--- src/rtl/bw_pkg.sv ---
package bw_pkg;

    // Matrix layout selector
    typedef enum logic {
        BW_CONV = 1'b0,
        BW_MOD  = 1'b1
    } bw_arr_e;

    // Number of partial-product rows each layout produces
    function automatic int bw_rows(input int n, input bw_arr_e arr);
        return (arr == BW_CONV) ? n + 2 : n + 1;
    endfunction

    // Height of the tallest column, used to document the layouts
    function automatic int bw_peak_height(input int n, input bw_arr_e arr);
        return (arr == BW_CONV) ? n + 2 : n;
    endfunction

endpackage

--- src/rtl/bw_fa.sv ---
module bw_fa (
    input  logic x,
    input  logic y,
    input  logic z,
    output logic s,
    output logic co
);
    assign s  = x ^ y ^ z;
    assign co = (x & y) | (x & z) | (y & z);
endmodule

--- src/rtl/bw_pp_matrix.sv ---
module bw_pp_matrix
    import bw_pkg::*;
#(
    parameter int      N   = 5,
    parameter bw_arr_e ARR = BW_MOD
) (
    input  logic [N-1:0]                         op_a,
    input  logic [N-1:0]                         op_b,
    output logic [bw_rows(N, ARR)-1:0][2*N-1:0]  rows
);
    localparam int W2   = 2 * N;
    localparam int ROWS = bw_rows(N, ARR);

    // Row for multiplier bit j (j < N-1): magnitude bits plus inverted sign term
    function automatic logic [W2-1:0] mag_row(input logic [N-1:0] a, input logic bj, input int j);
        logic [W2-1:0] r;
        r = '0;
        for (int i = 0; i < N - 1; i++) r[i+j] = a[i] & bj;
        r[N-1+j] = ~(a[N-1] & bj);
        return r;
    endfunction

    if (ARR == BW_MOD) begin : g_mod
        always_comb begin
            rows = '0;
            for (int j = 0; j < N - 1; j++) rows[j] = mag_row(op_a, op_b[j], j);
            for (int i = 0; i < N - 1; i++) rows[N-1][N-1+i] = ~(op_b[N-1] & op_a[i]);
            rows[N-1][W2-2] = op_a[N-1] & op_b[N-1];
            rows[N][N]      = 1'b1;
            rows[N][W2-1]   = 1'b1;
        end
    end else begin : g_conv
        always_comb begin
            rows = '0;
            for (int j = 0; j < N - 1; j++) rows[j] = mag_row(op_a, op_b[j], j);
            // two's complement of A's low bits, added when b's sign is set
            for (int i = 0; i < N - 1; i++) rows[N-1][N-1+i] = op_b[N-1] & ~op_a[i];
            rows[N][N-1]    = 1'b1;
            rows[N][W2-2]   = 1'b1;
            rows[N][W2-1]   = 1'b1;
            rows[N+1][N-1]  = op_b[N-1];
            rows[N+1][W2-2] = ~op_a[N-1] & op_b[N-1];
            rows[N+1][W2-1] = ~op_a[N-1] & op_b[N-1];
        end
    end

    if (ROWS < 3) begin : g_bad_rows
        initial $error("bw_pp_matrix: N too small");
    end
endmodule

--- src/rtl/bw_csa_array.sv ---
module bw_csa_array #(
    parameter int W    = 10,
    parameter int ROWS = 6
) (
    input  logic [ROWS-1:0][W-1:0] rows,
    output logic [W-1:0]           sum_v,
    output logic [W-1:0]           car_v
);
    logic [ROWS-1:1][W-1:0] st_s;
    logic [ROWS-1:1][W-1:0] st_c;

    assign st_s[1] = rows[0];
    assign st_c[1] = rows[1];

    for (genvar k = 2; k < ROWS; k++) begin : g_stage
        logic [W-2:0] co;
        for (genvar b = 0; b < W - 1; b++) begin : g_cell
            bw_fa u_fa (
                .x (st_s[k-1][b]),
                .y (st_c[k-1][b]),
                .z (rows[k][b]),
                .s (st_s[k][b]),
                .co(co[b])
            );
        end
        // top column: carry would leave the 2N-bit result, keep only the sum
        assign st_s[k][W-1] = st_s[k-1][W-1] ^ st_c[k-1][W-1] ^ rows[k][W-1];
        assign st_c[k]      = {co, 1'b0};
    end

    assign sum_v = st_s[ROWS-1];
    assign car_v = st_c[ROWS-1];
endmodule

--- src/rtl/bw_ripple_cpa.sv ---
module bw_ripple_cpa #(
    parameter int W = 10
) (
    input  logic [W-1:0] x,
    input  logic [W-1:0] y,
    output logic [W-1:0] sum
);
    logic [W-1:0] cy;
    assign cy[0] = 1'b0;

    for (genvar b = 0; b < W - 1; b++) begin : g_bit
        bw_fa u_fa (
            .x (x[b]),
            .y (y[b]),
            .z (cy[b]),
            .s (sum[b]),
            .co(cy[b+1])
        );
    end
    assign sum[W-1] = x[W-1] ^ y[W-1] ^ cy[W-1];
endmodule

--- src/rtl/bw_mult_top.sv ---
module bw_mult_top
    import bw_pkg::*;
#(
    parameter int      N       = 5,
    parameter bw_arr_e ARR     = BW_MOD,
    parameter bit      REG_OUT = 1'b1
) (
    input  logic           clk,
    input  logic           rst,
    input  logic [N-1:0]   op_a,
    input  logic [N-1:0]   op_b,
    output logic [2*N-1:0] prod
);
    localparam int W2   = 2 * N;
    localparam int ROWS = bw_rows(N, ARR);

    logic [ROWS-1:0][W2-1:0] pp_rows;
    logic [W2-1:0]           cs_sum;
    logic [W2-1:0]           cs_car;
    logic [W2-1:0]           sum_c;

    bw_pp_matrix #(.N(N), .ARR(ARR)) u_matrix (
        .op_a(op_a),
        .op_b(op_b),
        .rows(pp_rows)
    );

    bw_csa_array #(.W(W2), .ROWS(ROWS)) u_csa (
        .rows (pp_rows),
        .sum_v(cs_sum),
        .car_v(cs_car)
    );

    bw_ripple_cpa #(.W(W2)) u_cpa (
        .x  (cs_sum),
        .y  (cs_car),
        .sum(sum_c)
    );

    if (REG_OUT) begin : g_reg
        always_ff @(posedge clk) begin
            if (rst) prod <= '0;
            else     prod <= sum_c;
        end
    end else begin : g_comb
        assign prod = sum_c;
    end
endmodule

--- config.mk ---
export PLATFORM = sky130hd
export DESIGN_NAME = bw_mult_top
export DESIGN_NICKNAME = d
export VERILOG_FILES = /design/src/rtl/bw_pkg.sv /design/src/rtl/bw_fa.sv /design/src/rtl/bw_pp_matrix.sv /design/src/rtl/bw_csa_array.sv /design/src/rtl/bw_ripple_cpa.sv /design/src/rtl/bw_mult_top.sv
export SDC_FILE = /design/constraint.sdc
export NUM_CORES = 1
export LEC_CHECK = 0
export ABC_AREA = 0
export BUFFER_PORTS_ARGS = -buffer_cell sky130_fd_sc_hd__buf_2
export CORE_MARGIN = 4
export CORE_UTILIZATION = 47
export DETAILED_ROUTE_END_ITERATION = 6
export HOLD_SLACK_MARGIN = 0.15
export PLACE_DENSITY = 0.85
export SLEW_MARGIN = 30
export SYNTH_ARGS = -nofsm -noshare
export SYNTH_HDL_FRONTEND = slang
export SYNTH_SLANG_ARGS = --single-unit
--- constraint.sdc ---
create_clock -name clk -period 3.8 [get_ports clk]
set_input_delay 0.19 -clock clk [delete_from_list [all_inputs] [get_ports clk]]
set_output_delay 0.19 -clock clk [all_outputs]
set_load 0.05 [all_outputs]
==> metrics.json <==
{
  "run_status": {
    "outcome": "complete, no violations"
  },
  "layout": {
    "instances_no_fill": 138,
    "largest_register_ffs": 10,
    "drive_gt1_frac": 0.3186,
    "reg_top3": "prod x10",
    "num-nets-final": 151,
    "final_cell_area_um2": 1071,
    "most_used_cells_in_the_layout_excluding_fill_and_tap_cells": "buf_2 (21), inv_1 (17), and2_1 (14), fa_1 (14), nand2_1 (11)",
    "number_of_diodes": 0,
    "flow.area_growth_from_synthesis_pct": 17.91,
    "layout_commonest_cell": "buf_2",
    "largest_register": "prod"
  },
  "timing": {
    "finalHoldWorstSlack_ns": 0.1953,
    "max_slew.worst_pin.slew_ns": 0.3284,
    "slew_violations": 0,
    "setup_tns_ns": 0,
    "final.min_clock_period_ns": 3.628,
    "setup_viol": 0,
    "hold_violations": 0,
    "maxClockFrequency_ghz": 0.2756,
    "rsz0062_at_grt": "false",
    "max-slew-margin-rel": 0.7811,
    "fin_crit_share": 0.9548
  },
  "logic_synthesis": {
    "ys_warn_count": 0,
    "fraction_of_synthesized_cell_area_in_xor_and_xnor_cells": 0.009642,
    "yosys_register_bits": 10,
    "number_of_library_cell_types_mapped_by_synthesis": 12,
    "netlist_instances": 88,
    "synth_top_family_by_area": "adder cells",
    "synth_area_leaders": "fa_1 (31%), dfxtp_1 (22%), ha_1 (14%), and2_1 (9.6%), inv_1 (7.0%)",
    "synth_area_in_compound_gates": 0,
    "post_synth_fa_ha_maj_area_fraction": 0.4463,
    "syn-cell-area_um2": 908.4,
    "area_share_of_the_leading_cell_type_in_the_synthesized_netlist": 0.3085,
    "syn_area_per_cell_um2": 10.32,
    "synth.largest_area_cell": "fa_1",
    "synthMuxAreaShare": 0,
    "syn_nets": 124,
    "fraction_of_the_yosys_area_taken_by_sequential_cells": 0.2204,
    "synth-simple-area-share": 0.2410
  },
  "setup_path": {
    "maximum_fanout_encountered_on_the_critical_timing_path": 2,
    "endpoint_type_of_the_worst_setup_path": "flip-flop",
    "start_kind": "input port",
    "setup.worst_path.class": "input port to flip-flop",
    "required_time_worst_endpoint_ns": 4.00,
    "arrival_time_at_the_worst_endpoint_ns": 3.82
  },
  "clocking": {
    "tritoncts": "yes",
    "cell_at_the_root_of_the_clock_tree": "clkbuf_4",
    "clkTransAtPathRegs_ns": 0.06,
    "cts.sinks": 10,
    "post-cts-setup-buffer-count": 0,
    "htree_levels": 1,
    "post_cts.resized_instances": 0,
    "cts_hold_buf": 0,
    "cts-buffers-inserted": 3,
    "clk_path_buf_depth": 2
  },
  "global_route": {
    "antenna_found_initial": 0,
    "grtUsageTotal": 0.1226,
    "number_of_global_route_vias_before_repair": 602,
    "global_route_wire_length_before_repair_mm": 2.456,
    "largest_net_degree_at_the_start_of_global_routing": 11,
    "grt-ovfl-total": 0
  },
  "power_and_ir_drop": {
    "power.total_w": 0.0005295,
    "p_leak_nw": 0.5647,
    "irDropWorstVdd_v": 0.0002976,
    "power_per_cell_area_nw_per_um2": 494.4
  },
  "detailed_routing": {
    "wl_per_cell_um": 10.10,
    "drt_iter0_markers": 9,
    "via_count": 617,
    "wl_mm": 1.394,
    "route.detailed.vias_per_inst": 4.471,
    "drtPass1Iterations": 3,
    "drtAntennaViolNets": 0,
    "detail_route.drc_violations": 0
  },
  "min_path": {
    "min_delay_path_depth": 3,
    "hold_path.startpoint": "op_a[0]",
    "min-delay-path-class": "input port to flip-flop",
    "hold_path_end": "prod[0]$_SDFF_PP0_"
  },
  "place": {
    "io_buffers": 21,
    "placed_cells_incl_taps": 135,
    "detailedPlacementHpwl_mm": 1.275,
    "place_area_um2": 1049,
    "place_congestion": 0.7436
  },
  "floorplanning": {
    "die_area_um2": 2700,
    "fp.dieW_um": 51.96,
    "floorplan.core_area_um2": 1783,
    "chipHeight_um": 51.96,
    "core.rowCount": 15,
    "number_of_top_level_pins": 22,
    "start_util": 0.5095
  },
  "flow_run": {
    "maxCapViolations": 0
  }
}
[worst max path at each step]
stage / from / endpoint
6_report: op_a[4] / prod[8]$_SDFF_PP0_
5_1_grt: op_a[4] / prod[8]$_SDFF_PP0_
4_1_cts: op_a[4] / prod[8]$_SDFF_PP0_
3_5_place_dp: op_a[4] / prod[8]$_SDFF_PP0_
3_3_place_gp: op_a[4] / prod[8]$_SDFF_PP0_
2_1_floorplan: op_a[4] / prod[8]$_SDFF_PP0_
[layout make-up]
cell class	instances	area, um^2
clock buffers	3	22.52
well taps	25	31.28
fillers	154	711.9
inverters	17	63.81
flip-flops and latches	10	200.2
repair buffers	23	120.1
multi-input cells	60	633.1
[critical path, stage by stage]
cell	delay, ns
buf_2	0.10
and2_1	0.16
fa_1	0.54
inv_1	0.06
fa_1	0.41
inv_1	0.08
fa_1	0.41
ha_1	0.28
inv_1	0.04
ha_1	0.20
fa_1	0.38
fa_1	0.36
inv_1	0.07
fa_1	0.45
nor2_4	0.09
[cells by family after synthesis]
logic type               Yosys count
XOR/XNOR                           1
buffers and inverters             18
AND/OR/NAND/NOR                   35
adder cells (fa/ha/maj)           24
flip-flops                        10
[per-layer routing]
metal | track usage | vias up | share of wire | wire (um)
li1 | - | 307 | - | -
met1 | 0.1439 | 295 | 0.41 | 577
met2 | 0.2176 | 13 | 0.53 | 738
met3 | 0.01146 | 2 | 0.039 | 55
met4 | 0.06550 | 0 | 0.016 | 23
met5 | 0 | - | 0 | 0
[cells in the mapped netlist]
| library cell | instances |
|---|---|
| buf_6 | 1 |
| nor2b_2 | 6 |
| inv_1 | 17 |
| ha_1 | 10 |
| nor2_4 | 1 |
| nor2b_4 | 1 |
| fa_1 | 14 |
| nand2_1 | 11 |
| dfxtp_1 | 10 |
| nor2_2 | 2 |
| and2_1 | 14 |
| xnor2_1 | 1 |
[power breakdown]
part           internal (W)  switching, W
Combinational      0.000117      0.000206
Clock             0.0000363     0.0000315
Sequential         0.000134    0.00000473
[through the flow]
| step | util | setup WS, ns |
|---|---|---|
| 5_1_grt | 0.6007 | 0.05028 |
| 3_3_place_gp | 0.5881 | -0.04130 |
| 3_5_place_dp | 0.5881 | -0.1145 |
| 2_1_floorplan | - | 0.1242 |
| 6_report | 0.6007 | 0.1718 |
| 4_1_cts | 0.6007 | 0.1457 |
Note: power is estimated with default switching activity, not from simulation.
